===== src/rtl/ctlreg_pkg.sv =====
package ctlreg_pkg;
  localparam int WORD_W      = 16;
  localparam int POS_RESET   = 0;
  localparam int POS_MODE_LO = 1;
  localparam int MODE_W      = 2;
  localparam int POS_MASTER  = 3;
  localparam int POS_WIDE    = 4;
  localparam int POS_ZCDIS   = 6;
  localparam int POS_VOL_LO  = 7;
  localparam int VOL_W       = 5;
  localparam int POS_BYP     = 12;

  typedef enum logic [1:0] {
    MODE_OFF  = 2'b00,
    MODE_STBY = 2'b01,
    MODE_MUTE = 2'b10,
    MODE_RUN  = 2'b11
  } outMode_t;

  typedef struct packed {
    logic frameStart;
    logic shiftEn;
    logic commit;
  } ctlStrobe_t;
endpackage


===== src/rtl/ctlreg_sync.sv =====
module ctlreg_sync #(
  parameter int STAGES = 2
) (
  input  logic clk,
  input  logic rst_n,
  input  logic sclkIn,
  input  logic sdataIn,
  input  logic senIn,
  output logic sclkRise,
  output logic dataBit,
  output logic enLvl,
  output logic enRise
);
  localparam int PIN_N = 3;

  logic [PIN_N-1:0] stage [STAGES];
  logic [PIN_N-1:0] lastLvl;

  genvar g;
  generate
    for (g = 0; g < STAGES; g++) begin : g_stage
      if (g == 0) begin : g_first
        always_ff @(posedge clk or negedge rst_n) begin
          if (!rst_n) stage[g] <= '0;
          else        stage[g] <= {senIn, sdataIn, sclkIn};
        end
      end else begin : g_next
        always_ff @(posedge clk or negedge rst_n) begin
          if (!rst_n) stage[g] <= '0;
          else        stage[g] <= stage[g-1];
        end
      end
    end
  endgenerate

  always_ff @(posedge clk or negedge rst_n) begin
    if (!rst_n) lastLvl <= '0;
    else        lastLvl <= stage[STAGES-1];
  end

  always_comb begin
    sclkRise = stage[STAGES-1][0] & ~lastLvl[0];
    dataBit  = stage[STAGES-1][1];
    enLvl    = stage[STAGES-1][2];
    enRise   = stage[STAGES-1][2] & ~lastLvl[2];
  end

  // a rising edge is never reported in two consecutive cycles
  a_r3_rise_single: assert property (@(posedge clk) disable iff (!rst_n)
    sclkRise |=> !sclkRise);
endmodule


===== src/rtl/ctlreg_ctrl.sv =====
module ctlreg_ctrl
  import ctlreg_pkg::*;
#(
  parameter int WIDTH = WORD_W
) (
  input  logic       clk,
  input  logic       rst_n,
  input  logic       sclkRise,
  input  logic       enLvl,
  input  logic       enRise,
  output ctlStrobe_t stb
);
  localparam int CNT_W = $clog2(WIDTH + 1);
  localparam logic [CNT_W-1:0] CNT_FULL = CNT_W'(WIDTH);
  localparam logic [CNT_W-1:0] CNT_LAST = CNT_W'(WIDTH - 1);

  logic [CNT_W-1:0] bitCnt;

  always_comb begin
    stb.frameStart = enRise;
    stb.shiftEn    = enLvl & sclkRise & (enRise | (bitCnt < CNT_FULL));
    stb.commit     = stb.shiftEn & !enRise & (bitCnt == CNT_LAST);
  end

  always_ff @(posedge clk or negedge rst_n) begin
    if (!rst_n)           bitCnt <= '0;
    else if (!enLvl)      bitCnt <= '0;
    else if (enRise)      bitCnt <= stb.shiftEn ? CNT_W'(1) : '0;
    else if (stb.shiftEn) bitCnt <= bitCnt + 1'b1;
  end

  // the counter saturates at one full word
  a_r6_cnt_bound: assert property (@(posedge clk) disable iff (!rst_n)
    bitCnt <= CNT_FULL);
  // dropping enable discards progress
  a_r5_abort_clear: assert property (@(posedge clk) disable iff (!rst_n)
    !enLvl |=> (bitCnt == '0));
  // a commit only happens inside an enable window
  a_r4_commit_in_frame: assert property (@(posedge clk) disable iff (!rst_n)
    stb.commit |-> enLvl);
  // after a commit, further edges in the window cannot commit again
  a_r6_no_recommit: assert property (@(posedge clk) disable iff (!rst_n)
    stb.commit |=> !stb.commit);
endmodule


===== src/rtl/ctlreg_dp.sv =====
module ctlreg_dp
  import ctlreg_pkg::*;
#(
  parameter int WIDTH = WORD_W
) (
  input  logic             clk,
  input  logic             rst_n,
  input  ctlStrobe_t       stb,
  input  logic             dataBit,
  output logic [WIDTH-1:0] ctlWord,
  output logic             updStrobe
);
  logic [WIDTH-1:0] shReg;
  logic [WIDTH-1:0] shNext;

  always_comb shNext = {dataBit, shReg[WIDTH-1:1]};

  always_ff @(posedge clk or negedge rst_n) begin
    if (!rst_n)          shReg <= '0;
    else if (stb.shiftEn) shReg <= stb.frameStart ? {dataBit, {(WIDTH-1){1'b0}}} : shNext;
    else if (stb.frameStart) shReg <= '0;
  end

  always_ff @(posedge clk or negedge rst_n) begin
    if (!rst_n) begin
      ctlWord   <= '0;
      updStrobe <= 1'b0;
    end else begin
      updStrobe <= stb.commit;
      if (stb.commit) ctlWord <= shNext;
    end
  end

  // the strobe is a single-cycle pulse
  a_r4_strobe_pulse: assert property (@(posedge clk) disable iff (!rst_n)
    updStrobe |=> !updStrobe);
  // the register only moves together with the strobe
  a_r5_hold_without_strobe: assert property (@(posedge clk) disable iff (!rst_n)
    !updStrobe |-> $stable(ctlWord));
endmodule


===== src/rtl/serial_ctl_reg.sv =====
module serial_ctl_reg
  import ctlreg_pkg::*;
#(
  parameter int SYNC_STAGES = 2
) (
  input  logic              clk,
  input  logic              rst_n,
  input  logic              sclk,
  input  logic              sdata,
  input  logic              sen,
  output logic [WORD_W-1:0] ctlWord,
  output logic              resetN,
  output logic [MODE_W-1:0] outMode,
  output logic              isMaster,
  output logic              wide32,
  output logic              zcDisable,
  output logic [VOL_W-1:0]  volume,
  output logic              bypFast,
  output logic              updStrobe
);
  logic       sclkRise, dataBit, enLvl, enRise;
  ctlStrobe_t stb;

  ctlreg_sync #(.STAGES(SYNC_STAGES)) u_sync (
    .clk(clk), .rst_n(rst_n), .sclkIn(sclk), .sdataIn(sdata), .senIn(sen),
    .sclkRise(sclkRise), .dataBit(dataBit), .enLvl(enLvl), .enRise(enRise));

  ctlreg_ctrl #(.WIDTH(WORD_W)) u_ctrl (
    .clk(clk), .rst_n(rst_n), .sclkRise(sclkRise), .enLvl(enLvl),
    .enRise(enRise), .stb(stb));

  ctlreg_dp #(.WIDTH(WORD_W)) u_dp (
    .clk(clk), .rst_n(rst_n), .stb(stb), .dataBit(dataBit),
    .ctlWord(ctlWord), .updStrobe(updStrobe));

  always_comb begin
    resetN    = ctlWord[POS_RESET];
    outMode   = ctlWord[POS_MODE_LO +: MODE_W];
    isMaster  = ctlWord[POS_MASTER];
    wide32    = ctlWord[POS_WIDE];
    zcDisable = ctlWord[POS_ZCDIS];
    volume    = ctlWord[POS_VOL_LO +: VOL_W];
    bypFast   = ctlWord[POS_BYP];
  end

  // no strobe without an active enable shortly before
  a_r9_strobe_needs_enable: assert property (@(posedge clk) disable iff (!rst_n)
    $rose(updStrobe) |-> $past(enLvl));
endmodule


===== config.mk =====
export PLATFORM = sky130hd
export DESIGN_NAME = serial_ctl_reg
export DESIGN_NICKNAME = d
export VERILOG_FILES = /design/src/rtl/ctlreg_pkg.sv /design/src/rtl/ctlreg_sync.sv /design/src/rtl/ctlreg_ctrl.sv /design/src/rtl/ctlreg_dp.sv /design/src/rtl/serial_ctl_reg.sv
export SDC_FILE = /design/constraint.sdc
export NUM_CORES = 1
export LEC_CHECK = 0
export ABC_AREA = 1
export BUFFER_PORTS_ARGS = -buffer_cell sky130_fd_sc_hd__buf_2
export CAP_MARGIN = 20
export CORE_ASPECT_RATIO = 1.5
export CORE_MARGIN = 10
export CORE_UTILIZATION = 40
export DETAILED_ROUTE_END_ITERATION = 8
export SYNTH_ARGS = -nofsm -noshare
export SYNTH_HDL_FRONTEND = slang
export SYNTH_HIERARCHICAL = 1
export SYNTH_SLANG_ARGS = --single-unit

===== constraint.sdc =====
create_clock -name clk -period 2.72 [get_ports clk]
set_input_delay 0.816 -clock clk [delete_from_list [all_inputs] [get_ports clk]]
set_output_delay 0.816 -clock clk [all_outputs]
set_load 0.005 [all_outputs]

# --- Word-level counts from Yosys, hierarchy flattened ---
# Cells that the tools add are included.
totals:
  mem_bits_ro: 0
  mem_bits_rw: 0
  regBits: 47
  latch_bits: 0
  output_inout_bits: 29
  wordCells: 29
  input_bits: 5
  n_memories: 0
classes:
  order_cmp: 1
  eq_ne: 2
  bitwise: 9
  n_addsub: 1
  n_reduce_logical: 2
  multipliers: 0
  muxes: 7
  div: 0
  n_shift: 0
ops:
  columns: ["cell", "count"]
  rows:
  - ["$mux W16", 2]
  - ["$mux W15", 1]
  - ["$mux W5", 3]
  - ["$and A1 B1 Y1", 6]
  - ["$add A5 B1 Y5 const B", 1]
  - ["$eq A5 B4 Y1 const B", 1]
  - ["$lt A5 B5 Y1 const B", 1]
  - ["$ne A3 B1 Y1 const B", 1]
  - ["$not A1 Y1", 2]
  - ["$reduce_bool A2 Y1", 1]
  - ["$logic_not A1 Y1", 1]
  - ["$mux W1", 1]
  - ["$or A1 B1 Y1", 1]

# --- Logic depth before layout (Yosys ltp) ---
# Gate-level depths: netlist of the first run.
logic_depth:
  ltp_word: 7
  mapped_depth: 9
  depth_no_buf: 8

# --- Cells and area by module ---
# The synthesis of the first run kept the hierarchy.
by_module_without_submodules:
  columns: ["module", "instances", "cells_each", "area_per_inst_um2"]
  rows:
  - ["ctlreg_dp", 1, 134, 1249.9]
  - ["ctlreg_ctrl", 1, 42, 324.1]
  - ["ctlreg_sync", 1, 12, 220.2]
  - ["serial_ctl_reg", 1, 12, 90.1]

# --- Worst setup path after synthesis of the first run ---
# OpenSTA, ideal clock, no wires.
synth_timing:
  kind: "flip-flop to flip-flop"
  startpoint: "register u_ctrl.bitCnt[0]"
  endpoint: "register u_dp.ctlWord[10]"
  period_less_slack_ns: 1.454
  setup_time_ns: 0.124
  arrival_time_ns: 1.331
  path_slack_ns: 1.266
  path_stages_with_launch: 9
  path_buffers: 1
  cell_sequence: "dfrtp_1 > ha_1 > nand2_1 > nor2_1 > ha_1 > nand2_1 > nor2_1 > buf_2 > o21ai_1"
synth_lines:
  columns: ["element", "line_no", "source"]
  rows:
  - ["start, declared", "ctlreg_ctrl.sv:17", "logic [CNT_W-1:0] bitCnt;"]
  - ["start signal, assigned", "ctlreg_ctrl.sv:28", "else if (enRise) bitCnt <= stb.shiftEn ? CNT_W'(1) : '0;"]
  - ["start signal, assigned", "ctlreg_ctrl.sv:29", "else if (stb.shiftEn) bitCnt <= bitCnt + 1'b1;"]
  - ["end signal, assigned", "ctlreg_dp.sv:30", "if (stb.commit) ctlWord <= shNext;"]
  - ["end, declared", "ctlreg_dp.sv:10", "output logic [WIDTH-1:0] ctlWord,"]

==> impl_results.md, run 1 <==
- Multi-input gate area: 513 µm²
- Gr ovfl total: 0
- Cells after DPL: 281
- Routed Antenna Nets: 0
- Post-synthesis mux area share: 0%
- Layout Cells excl Fill: 289
- # rows: 30
- Yosys top cell area share: 59.8%
- CTS tree: built
- IO buf count: 33
- Slew at the pin closest to its max-slew limit: 434 ps
- Final Net Count: 231
- Post-CTS sizing: 0
- Crit path required time: slightly below 3000 ps
- Largest net degree at the start of global routing: 34
- Clock tree buffer depth: 2
- Synth Area in Simple Gates: 19.0%
- Hold depth: 0
- Seq cells post-synth: 45
- Synth area leader: dfrtp_1
- Area added between synthesis and finish: 14.3%
- CP Launch Type: flip-flop
- Initial antenna violation count: 0
- Clock skew: 10.6 ps
- Setup slack at placement: between 1000 and 1500 ps
- Die Wd: 76.0 µm
- Number of CTS-inserted buffers: 5
- CTS clk-pin slew, worst paths: 90 ps
- IO Pins: 34
- Outcome: complete, no violations
- Setup TNS: 0 ps
- Clock sinks: 45
- Largest family of logic cells by synthesized area: simple AND/OR/NAND/NOR gates
- Filler Cells Inserted: 449
- Yosys warnings: 6
- Avg Vias per Cell: 4.35
- Post-CTS setup buffer count: 0
- Reg area: ~1100 µm²
- WHS: about 350 ps
- Synthesized cell area: 1880 µm²
- Pwr Total: between 0.001 and 0.0015 W
- Routability cong.: roughly 0.74
- Leakage: 1.14 nW
- Hold Path Class: flip-flop to flip-flop
- Register area share after synthesis: 59.8%
- Core Region: roughly 4500 µm²
- Commonest non-fill, non-tap cell in the layout: nand2_1
- R2r worst-path depth: 9
- Final wirelength: 3340 µm
- Via Count: 1256
- Final hold vios: 0
- Synth Area in Compound Gates: slightly below 7%
- Endpoints failing setup: 0
- P per Cell Area: a little over 600 nW/µm²
- First-pass GRT wire length: 5810 µm
- Netlist cell types: 19
- Syn_nets: 207
- CTS Root Buffer Type: clkbuf_8
- Count of final max-slew check failures: 0
- Post-Syn Instances: 200
- CTS Hold Bufs: 0
- Vias in the first global route: 1271
- Tmin final: 1660 ps
- Max rail drop VDD: 371 µV
- Max cap viols: 0
- Largest cells by area after synthesis: dfrtp_1, nand2_1, buf_4
- Worst Setup End Kind: flip-flop
- Routed WL per cell: 11.6 µm
- RSZ-0062 raised after global routing: false
- Slew HR: 71.1%
- Drt drc: 0
- Most frequent cells in the layout: nand2_1, dfrtp_1, buf_2
- Post-Synth Adder-Cell Area: 1.33%
- DRT Pass-1 Iters: 4
- WS Path Type: flip-flop to flip-flop
- DP HPWL: between 2000 and 2500 µm
- Layout cells sized above 1: 26.7%
- Die height: between 100 and 150 µm
- Antenna Diode Count: 0
- Max Clock Freq: 602 MHz
- Die ar.: 7910 µm²
- GRT Total Usage: 8.81%
- Initial Util: 41.5%
- Final setup margin: approximately 1100 ps
- Starting DRC count in detailed routing: 101
- H-tree levels: 2
- CP Max Fanout: 33
- Synthesized area per cell: 9.42 µm²
- Worst-Skew Late Latency: 300 ps
- Synth Area in XOR/XNOR: 0%
- Tcrit/Tclk final: roughly three fifths
- Worst Path Arrival: 1890 ps
cells by family after synthesis:
family / after synthesis
AOI/OAI and AO/OA: 23
DFF: 45
buffers and inverters: 47
and+or+nand+nor: 83
adders and majority gates: 2
critical path, cell delays in order, from the launching register on:
cell,delay (ps)
dfrtp_1,440
inv_1,70
nor2_2,260
inv_2,110
nand2_2,80
nand2_2,80
nor2_2,80
buf_4,290
nand2_1,100
o21ai_1,80
final timing paths:
check | start | endpoint | slack (ps)
worst max-delay path | u_sync/enLvl$_DFF_PN0_ | u_dp/ctlWord[12]$_DFFE_PN0P_ | 1060
worst min-delay path | u_sync/stage[4]$_DFF_PN0_ | u_sync/dataBit$_DFF_PN0_ | 350
worst max register to register | u_sync/enLvl$_DFF_PN0_ | u_dp/ctlWord[12]$_DFFE_PN0P_ | 1060
worst min register to register | u_sync/stage[4]$_DFF_PN0_ | u_sync/dataBit$_DFF_PN0_ | 350
max in group asynchronous | rst_n | u_dp/shReg[12]$_DFFE_PN0P_ | 1710
min in group asynchronous | rst_n | u_dp/ctlWord[8]$_DFFE_PN0P_ | 440
routing by layer:
| metal | wire length (µm) | GRT usage, % | vias up |
|---|---|---|---|
| li1 | - | - | 648 |
| met5 | 0 | 0 | - |
| met4 | 70 | 4.08 | 0 |
| met1 | 1590 | 9.90 | 575 |
| met3 | 226 | 4.24 | 5 |
| met2 | 1460 | 13.7 | 28 |
flip-flops by register name, summed over array words and instances (netlist names):
| signal | cells |
|---|---|
| u_dp/ctlWord | 16 |
| u_dp/shReg | 15 |
| u_ctrl/bitCnt | 5 |
| u_sync/stage | 4 |
| u_sync/lastLvl | 2 |
| u_dp/updStrobe | 1 |
| u_sync/dataBit | 1 |
| u_sync/enLvl | 1 |
report_power, final:
| group | switching [W] | leakage (nW) | internal [W] |
|---|---|---|---|
| Clock | 0.000237 | 0.0687 | 0.000370 |
| Combinational | 0.0000346 | 0.459 | 0.0000113 |
| Sequential | 0.00000600 | 0.609 | 0.000677 |
| Total | 0.000277 | 1.14 | 0.00106 |
stage by stage:
stage	instance area (µm²)	util, %
floorplan	1880	-
global placement	2020	44.4
detailed placement	2020	44.4
CTS	2150	47.4
global route	2150	47.4
finish	2150	47.4
layout make-up:
| cell class | count | share of cell area [%] |
|---|---|---|
| clock inverter | 3 | 3.19 |
| sequential | 45 | 52.3 |
| multi-input combinational | 108 | 23.8 |
| clock buffer | 5 | 3.19 |
| inverter | 27 | 4.76 |
| timing repair buffer | 37 | 9.06 |
| tap | 64 | 3.72 |
Yosys cell counts:
master and count:
a21oi_2 2, buf_2 5, buf_4 13, buf_6 2
clkinv_2 1, dfrtp_1 45, ha_1 2, inv_1 23
inv_2 3, nand2_1 53, nand2_2 4, nand3_1 15
nand4_1 1, nor2_1 6, nor2_2 3, nor2_4 1
o211ai_1 1, o21a_1 1, o21ai_1 19
(Power assumes the default switching activity.)
==> run 2: changes to the inputs <==
--- a/config.mk
+++ b/config.mk
@@ -5,7 +5,7 @@
 export SDC_FILE = /design/constraint.sdc
 export NUM_CORES = 1
 export LEC_CHECK = 0
-export ABC_AREA = 1
+export ABC_AREA = 0
 export BUFFER_PORTS_ARGS = -buffer_cell sky130_fd_sc_hd__buf_2
 export CAP_MARGIN = 20
 export CORE_ASPECT_RATIO = 1.5
==> constraint.sdc (replaced) <==
create_clock -name clk -period 1.4 [get_ports clk]
set_input_delay 0.42 -clock clk [delete_from_list [all_inputs] [get_ports clk]]
set_output_delay 0.42 -clock clk [all_outputs]
set_load 0.005 [all_outputs]
==> run 2 against run 1 <==
The flow now finishes with violations (setup timing). First-iteration DRC count down 50%. Clock-buffer cell count up 1. Core utilization up 5.5 points. Non-clock buffer count up 20. Area after synthesis up 1.5%. Clock skew down 5.2 ps. Critical path type unchanged.
==> impl_results.md, run 2 <==
- Outcome: finished, violations left (was complete, no violations)
- Failing checks: setup timing
- Hold Path Class: primary input to asynchronous set/reset pin (was flip-flop to flip-flop)
- Post-synth top cells: dfrtp_1, nor2_1, buf_4, mux2i_1, mux2_4 (was nand2_1, dfrtp_1, inv_1)
- Clock sinks: 45 (unchanged)
- Die height: 105 µm (was 104 µm)
- Slew HR: 73.3% (was 71.1%)
- Final wirelength: 3920 µm (was 3340 µm)
- Cells after DPL: 235 (was 281)
- Die Wd: 76.5 µm (was 76.0 µm)
- Drt drc: 0 (unchanged)
- Commonest non-fill, non-tap cell in the layout: dfrtp_1 (was nand2_1)
- # rows: 30 (unchanged)
- Endpoints failing setup: 33 (was 0)
- Antenna Diode Count: 0 (unchanged)
- Layout Cells excl Fill: 250 (was 289)
- Leakage: 1.22 nW (was 1.14 nW)
- Reg-to-reg endpoint: u_dp/ctlWord[0]$_DFFE_PN0P_ (was u_dp/ctlWord[12]$_DFFE_PN0P_)
- CP Launch Type: flip-flop (unchanged)
- RSZ-0062 raised after global routing: true (was false)
- Core Region: 4580 µm² (was 4540 µm²)
- CP Max Fanout: 5 (was 33)
- Most frequent cells in the layout: dfrtp_1, buf_2, buf_4 (was nand2_1, dfrtp_1, buf_2)
- Max Clock Freq: 567 MHz (was 602 MHz)
- DRT Pass-1 Iters: 3 (was 4)
- H-tree levels: 2 (unchanged)
- GRT Total Usage: 10.3% (was 8.81%)
- Area added between synthesis and finish: 26.8% (was 14.3%)
- CTS Hold Bufs: 0 (unchanged)
- Yosys top cell area share: 58.9% (was 59.8%)
- First-pass GRT wire length: 6690 µm (was 5810 µm)
- Number of flops mapped to enable cells by yosys: 0 (unchanged)
- Worst Path Arrival: 1940 ps (was 1890 ps)
- Synthesized cell area: 1910 µm² (was 1880 µm²)
- Die ar.: 8000 µm² (was 7910 µm²)
- Tcrit/Tclk final: 126% (was 61.0%)
- Avg Vias per Cell: 4.67 (was 4.35)
- CTS Root Buffer Type: clkbuf_8 (unchanged)
- Yosys warnings: 6 (unchanged)
- Post-synthesis async set-or-reset flop share: 100% (unchanged)
- Netlist cell types: 28 (was 19)
- Clock tree buffer depth: 2 (unchanged)
- Tmin final: 1760 ps (was 1660 ps)
- Final Net Count: 192 (was 231)
- Max rail drop VDD: 666 µV (was 371 µV)
- IO buf count: 33 (unchanged)
- Seq cells post-synth: 45 (unchanged)
- Gr ovfl total: 0 (unchanged)
- Most common cell in the synthesized netlist: dfrtp_1 (was nand2_1)
- Reg2reg start: u_ctrl/bitCnt[1]$_DFFE_PN0P_ (was u_sync/enLvl$_DFF_PN0_)
- Vias in the first global route: 1349 (was 1271)
- Max cap viols: 0 (unchanged)
- IO Pins: 34 (unchanged)
- Initial antenna violation count: 0 (unchanged)
- Routability cong.: 0.679 (was 0.738)
- Worst-Skew Late Latency: 290 ps (was 300 ps)
- Final setup margin: -364 ps (was 1060 ps)
- Routed WL per cell: 15.7 µm (was 11.6 µm)
- Crit path required time: 1580 ps (was 2950 ps)
- Slew at the pin closest to its max-slew limit: 401 ps (was 434 ps)
- Synthesized area per cell: 13.8 µm² (was 9.42 µm²)
- Starting DRC count in detailed routing: 51 (was 101)
- Largest net degree at the start of global routing: 18 (was 34)
- Post-Syn Instances: 139 (was 200)
- Routed Antenna Nets: 0 (unchanged)
- Final instance area: 2420 µm² (was 2150 µm²)
- Max reg flops: 16 (unchanged)
- Number of CTS-inserted buffers: 5 (unchanged)
- Worst Setup End Kind: flip-flop (unchanged)
- Via Count: 1168 (was 1256)
- Top flop regs: u_dp/ctlWord (16), u_dp/shReg (15), u_ctrl/bitCnt (5) (unchanged)
- Clock skew: 5.34 ps (was 10.6 ps)
- Setup slack at placement: -365 ps (was 1030 ps)
- Largest cells by area after synthesis: dfrtp_1, mux2_4, mux2i_1 (was dfrtp_1, nand2_1, buf_4)
- CTS tree: built (unchanged)
- WHS: 38.5 ps (was 353 ps)
- CTS clk-pin slew, worst paths: 80 ps (was 90 ps)
- Final hold vios: 0 (unchanged)
- Setup slack, reg-to-reg: -360 ps (was 1060 ps)
- Layout cells sized above 1: 51.1% (was 26.7%)
- Synth area leader: dfrtp_1 (unchanged)
- R2r worst-path depth: 7 (was 9)
- DP HPWL: 2770 µm (was 2340 µm)
- WS Path Type: flip-flop to flip-flop (unchanged)
- P per Cell Area: 916 nW/µm² (was 620 nW/µm²)
- Count of final max-slew check failures: 0 (unchanged)
- Initial Util: 41.7% (was 41.5%)
- Top reg by flops: u_dp/ctlWord (unchanged)
- Pwr Total: 0.00222 W (was 0.00134 W)
- Placed inst area: 2180 µm² (was 2020 µm²)
- Syn_nets: 146 (was 207)
- Register area share after synthesis: 58.9% (was 59.8%)
- Synth Flop Type: dfrtp_1 (unchanged)
run 2: stage by stage:
step | utilization (%) | TNS [ps]
after floorplan | - | -4780
after global placement | 47.7 | -5420
after detailed placement | 47.7 | -6290
after CTS | 52.6 | -5920
after global routing | 53.0 | -9060
final | 53.0 | -5950
run 2: worst max-delay path, stage by stage (launching register included):
cell and delay (ps):
dfrtp_1 360, ha_2 180, and3_4 190, ha_4 120, nor4b_4 200, buf_4 170, buf_6 130, mux2_4 300
run 2: power breakdown:
part / total (W) / switching (W) / internal (W) / leakage [nW]
logic: 0.000136 / 0.0000737 / 0.0000621 / 0.562
registers: 0.00133 / 0.0000109 / 0.00132 / 0.609
clock network: 0.000757 / 0.000411 / 0.000346 / 0.0450
run 2: how the worst max path moves through the flow:
stage / startpoint / to / slack [ps]
3_3_place_gp: u_ctrl/bitCnt[1]$_DFFE_PN0P_ / u_dp/ctlWord[0]$_DFFE_PN0P_ / -300
3_5_place_dp: u_ctrl/bitCnt[1]$_DFFE_PN0P_ / u_dp/ctlWord[0]$_DFFE_PN0P_ / -360
4_1_cts: u_ctrl/bitCnt[1]$_DFFE_PN0P_ / u_dp/ctlWord[2]$_DFFE_PN0P_ / -360
5_1_grt: u_ctrl/bitCnt[1]$_DFFE_PN0P_ / u_dp/ctlWord[0]$_DFFE_PN0P_ / -460
6_report: u_ctrl/bitCnt[1]$_DFFE_PN0P_ / u_dp/ctlWord[0]$_DFFE_PN0P_ / -360
2_1_floorplan: u_ctrl/bitCnt[0]$_DFFE_PN0P_ / u_dp/ctlWord[10]$_DFFE_PN0P_ / -290
run 2: what timing repair did:
action | CTS | global route
gates resized for setup | 19 | 8
pin swaps | 5 | 7
endpoints found under the setup margin | 34 | 35
cloned | 2 | 0
buffers inserted | 5 | 1
hold endpoints to repair | 0 | 0
run 2: area by class of cell:
type / count / area, µm²
Tap cell: 64 / 80.1
Clock buffer: 6 / 72.6
Sequential cell: 45 / 1130
Fill cell: 408 / 2150
Timing Repair Buffer: 57 / 412
Clock inverter: 2 / 10.0
Multi-Input combinational cell: 74 / 717
Inverter: 2 / 7.51
run 2: routing by layer:
metal	track usage, %	vias up	routed length (µm)	part of all wire [%]
met5	0	-	0	0
met4	3.73	0	52	1.3
met3	2.92	5	127	3.2
met2	18.4	26	2160	55
met1	11.1	587	1580	40
li1	-	550	-	-
run 2: logic make-up (layout without fill, tap and decap cells):
logic type | after synthesis | in the layout | synth area share, %
buffers and inverters | 20 | 67 | 8.57
adders and majority gates | 2 | 2 | 1.31
AOI/OAI and AO/OA | 12 | 12 | 3.93
muxes | 30 | 30 | 18.7
and+or+nand+nor | 30 | 30 | 8.57
DFF | 45 | 45 | 58.9
==> run 3: changes to the inputs <==
--- a/config.mk
+++ b/config.mk
@@ -7,11 +7,11 @@
 export LEC_CHECK = 0
 export ABC_AREA = 0
 export BUFFER_PORTS_ARGS = -buffer_cell sky130_fd_sc_hd__buf_2
-export CAP_MARGIN = 20
 export CORE_ASPECT_RATIO = 1.5
 export CORE_MARGIN = 10
 export CORE_UTILIZATION = 40
 export DETAILED_ROUTE_END_ITERATION = 8
+export PLACE_DENSITY = 0.72
 export SYNTH_ARGS = -nofsm -noshare
 export SYNTH_HDL_FRONTEND = slang
 export SYNTH_HIERARCHICAL = 1
==> run 3 against run 2 <==
The flow still finishes with violations (setup timing). Flip-flop and latch count unchanged. First-iteration DRC count down 25%. Non-clock buffer count up 2. Sequential share of layout area down 0.43 points. Fmax up 0.35%. Highest routed layer unchanged.
==> impl_results.md, run 3 (synthesis gave the netlist of run 2 again) <==
- Outcome: finished, violations left (unchanged)
- Failing checks: setup timing (unchanged)
- Drt drc: 0 (unchanged)
- H-tree levels: 2 (unchanged)
- Routed Antenna Nets: 0 (unchanged)
- Antenna Diode Count: 0 (unchanged)
- Max rail drop VDD: 741 µV (was 666 µV)
- Clock network power share: 40.7% (was 34.1%)
- Final Net Count: 194 (was 192)
- Hold Path Class: primary input to asynchronous set/reset pin (unchanged)
- Leakage: 1.23 nW (was 1.22 nW)
- Switching Fraction: 20.5% (was 22.3%)
- Int Power: 0.00196 W (was 0.00172 W)
- Die Wd: 76.5 µm (unchanged)
- R2r worst-path depth: 6 (was 7)
- WS Path Type: flip-flop to flip-flop (unchanged)
- Clock sinks: 45 (unchanged)
- Slew at the pin closest to its max-slew limit: 318 ps (was 401 ps)
- P per Cell Area: 1010 nW/µm² (was 916 nW/µm²)
- Setup TNS: -6130 ps (was -5950 ps)
- Endpoints failing setup: 31 (was 33)
- Tmin final: 1760 ps (about the same)
- Worst-Skew Late Latency: 300 ps (was 290 ps)
- Number of CTS-inserted buffers: 5 (unchanged)
- CP Launch Type: flip-flop (unchanged)
- DRT Pass-1 Iters: 4 (was 3)
- Sequential share of power: 54.0% (was 59.8%)
- Global routing's busiest layer: met2 (unchanged)
- Avg Vias per Cell: 4.70 (was 4.67)
- CP Max Fanout: 5 (unchanged)
- Routed WL per cell: 16.1 µm (was 15.7 µm)
- Gate power share: 5.3% (was 6.1%)
- Commonest non-fill, non-tap cell in the layout: dfrtp_1 (unchanged)
- Final setup margin: -357 ps (was -364 ps)
- Initial Util: 41.7% (unchanged)
- Area added between synthesis and finish: 28.0% (was 26.8%)
- Initial antenna violation count: 0 (unchanged)
- Worst Setup End Kind: flip-flop (unchanged)
- Clock skew: 12.6 ps (was 5.34 ps)
- Worst Path Arrival: 1950 ps (was 1940 ps)
- Largest net degree at the start of global routing: 46 (was 18)
- Vias in the first global route: 1308 (was 1349)
- Routability cong.: 0.725 (was 0.679)
- GRT Total Usage: 9.90% (was 10.3%)
- First-pass GRT wire length: 6420 µm (was 6690 µm)
- Setup slack, reg-to-reg: -360 ps (about the same)
- Count of final max-slew check failures: 0 (unchanged)
- Cells after DPL: 236 (was 235)
- RSZ-0062 raised after global routing: true (unchanged)
- CTS Hold Bufs: 0 (unchanged)
- Die height: 105 µm (unchanged)
- Top flop regs: u_dp/ctlWord (16), u_dp/shReg (15), u_ctrl/bitCnt (5) (unchanged)
- Reg-to-reg endpoint: u_dp/ctlWord[14]$_DFFE_PN0P_ (was u_dp/ctlWord[0]$_DFFE_PN0P_)
- Final instance area: 2450 µm² (was 2420 µm²)
- CTS tree: built (unchanged)
- Slew HR: 78.7% (was 73.3%)
- Final wirelength: 4050 µm (was 3920 µm)
- Met3 global-route usage: 2.83% (was 2.92%)
- Gr ovfl total: 0 (unchanged)
- Die ar.: 8000 µm² (unchanged)
- Met2 Track Usage GR: 17.8% (was 18.4%)
- Max reg flops: 16 (unchanged)
- Max cap viols: 0 (unchanged)
- Top reg by flops: u_dp/ctlWord (unchanged)
- IO Pins: 34 (unchanged)
- GRT met1 Usage: 9.57% (was 11.1%)
- Layout cells sized above 1: 51.6% (was 51.1%)
- # rows: 30 (unchanged)
- Core Region: 4580 µm² (unchanged)
- CTS clk-pin slew, worst paths: 80 ps (about the same)
- Final hold vios: 0 (unchanged)
- Reg2reg start: u_ctrl/bitCnt[1]$_DFFE_PN0P_ (unchanged)
- DP HPWL: 2770 µm (about the same)
- Most frequent cells in the layout: dfrtp_1, buf_2, buf_4 (unchanged)
- Starting DRC count in detailed routing: 38 (was 51)
- Setup slack at placement: -362 ps (was -365 ps)
- IO buf count: 33 (unchanged)
- Clock tree buffer depth: 2 (unchanged)
- Max Clock Freq: 569 MHz (was 567 MHz)
- Post-layout util: 53.4% (was 53.0%)
- Placed inst area: 2170 µm² (was 2180 µm²)
- CTS Root Buffer Type: clkbuf_8 (unchanged)
- Crit path from: u_ctrl/bitCnt[1]$_DFFE_PN0P_ (unchanged)
- Via Count: 1184 (was 1168)
- Layout Cells excl Fill: 252 (was 250)
- Tcrit/Tclk final: 126% (about the same)
- NetSw: 0.000503 W (was 0.000496 W)
- Crit path required time: 1590 ps (was 1580 ps)
==> run 3: cell types whose count changed in the layout (fill, tap and decap cells not counted), sizes merged <==
| cell | change |
|---|---|
| clkinv | -2 |
| buf | +3 |
| bufinv | +1 |
==> run 3: repair_timing <==
item | 4_1_cts | 5_1_grt
pin swaps | 5 | 5
cloned | 2 | 0
resized for setup | 15 | 13
setup endpoints to repair | 35 | 35
setup buffers | 3 | 3
endpoints found under the hold margin | 0 | 0
==> run 3: area by class of cell <==
class	instances	area, µm²
flip-flops and latches	45	1130
well taps	64	80.1
repair buffers	59	399
inverters	2	7.51
clock buffers	7	86.3
clock inverters	1	30.0
fillers	405	2130
multi-input cells	74	718
==> run 3: power by group through the flow <==
stage	Sequential [W]	Combinational (W)	Clock, W
2_1_floorplan	0.00135	0.0000486	0
3_3_place_gp	0.00135	0.000106	0
3_5_place_dp	0.00135	0.000113	0
4_1_cts	0.00133	0.000126	0.00103
5_1_grt	0.00133	0.000141	0.00107
6_report	0.00133	0.000129	0.00100
==> run 3: metrics by stage <==
| stage | hold slack (ps) | total power, W |
|---|---|---|
| floorplan | 124 | 0.00140 |
| CTS | 92.4 | 0.00248 |
| global route | 110 | 0.00254 |
| global placement | 332 | 0.00146 |
| finish | 78.3 | 0.00246 |
| detailed placement | 338 | 0.00147 |
==> run 3: worst max-delay path: stages, from the launching register on <==
cell and delay (ps):
dfrtp_1 360, ha_2 180, and3_4 180, ha_4 120, nor4b_4 280, buf_4 230
mux2_4 300
==> run 3: how the worst max path moves through the flow <==
stage	end	slack, ps
finish	u_dp/ctlWord[14]$_DFFE_PN0P_	-360
global route	u_dp/ctlWord[11]$_DFFE_PN0P_	-420
CTS	u_dp/ctlWord[4]$_DFFE_PN0P_	-350
detailed placement	u_dp/ctlWord[1]$_DFFE_PN0P_	-360
global placement	u_dp/ctlWord[1]$_DFFE_PN0P_	-290
floorplan	u_dp/ctlWord[10]$_DFFE_PN0P_	-290
==> run 3: routing by layer <==
layer | wire length, µm | share of wire [%]
met1 | 1560 | 39
met2 | 2210 | 54
met3 | 156 | 3.9
met4 | 125 | 3.1
met5 | 0 | 0
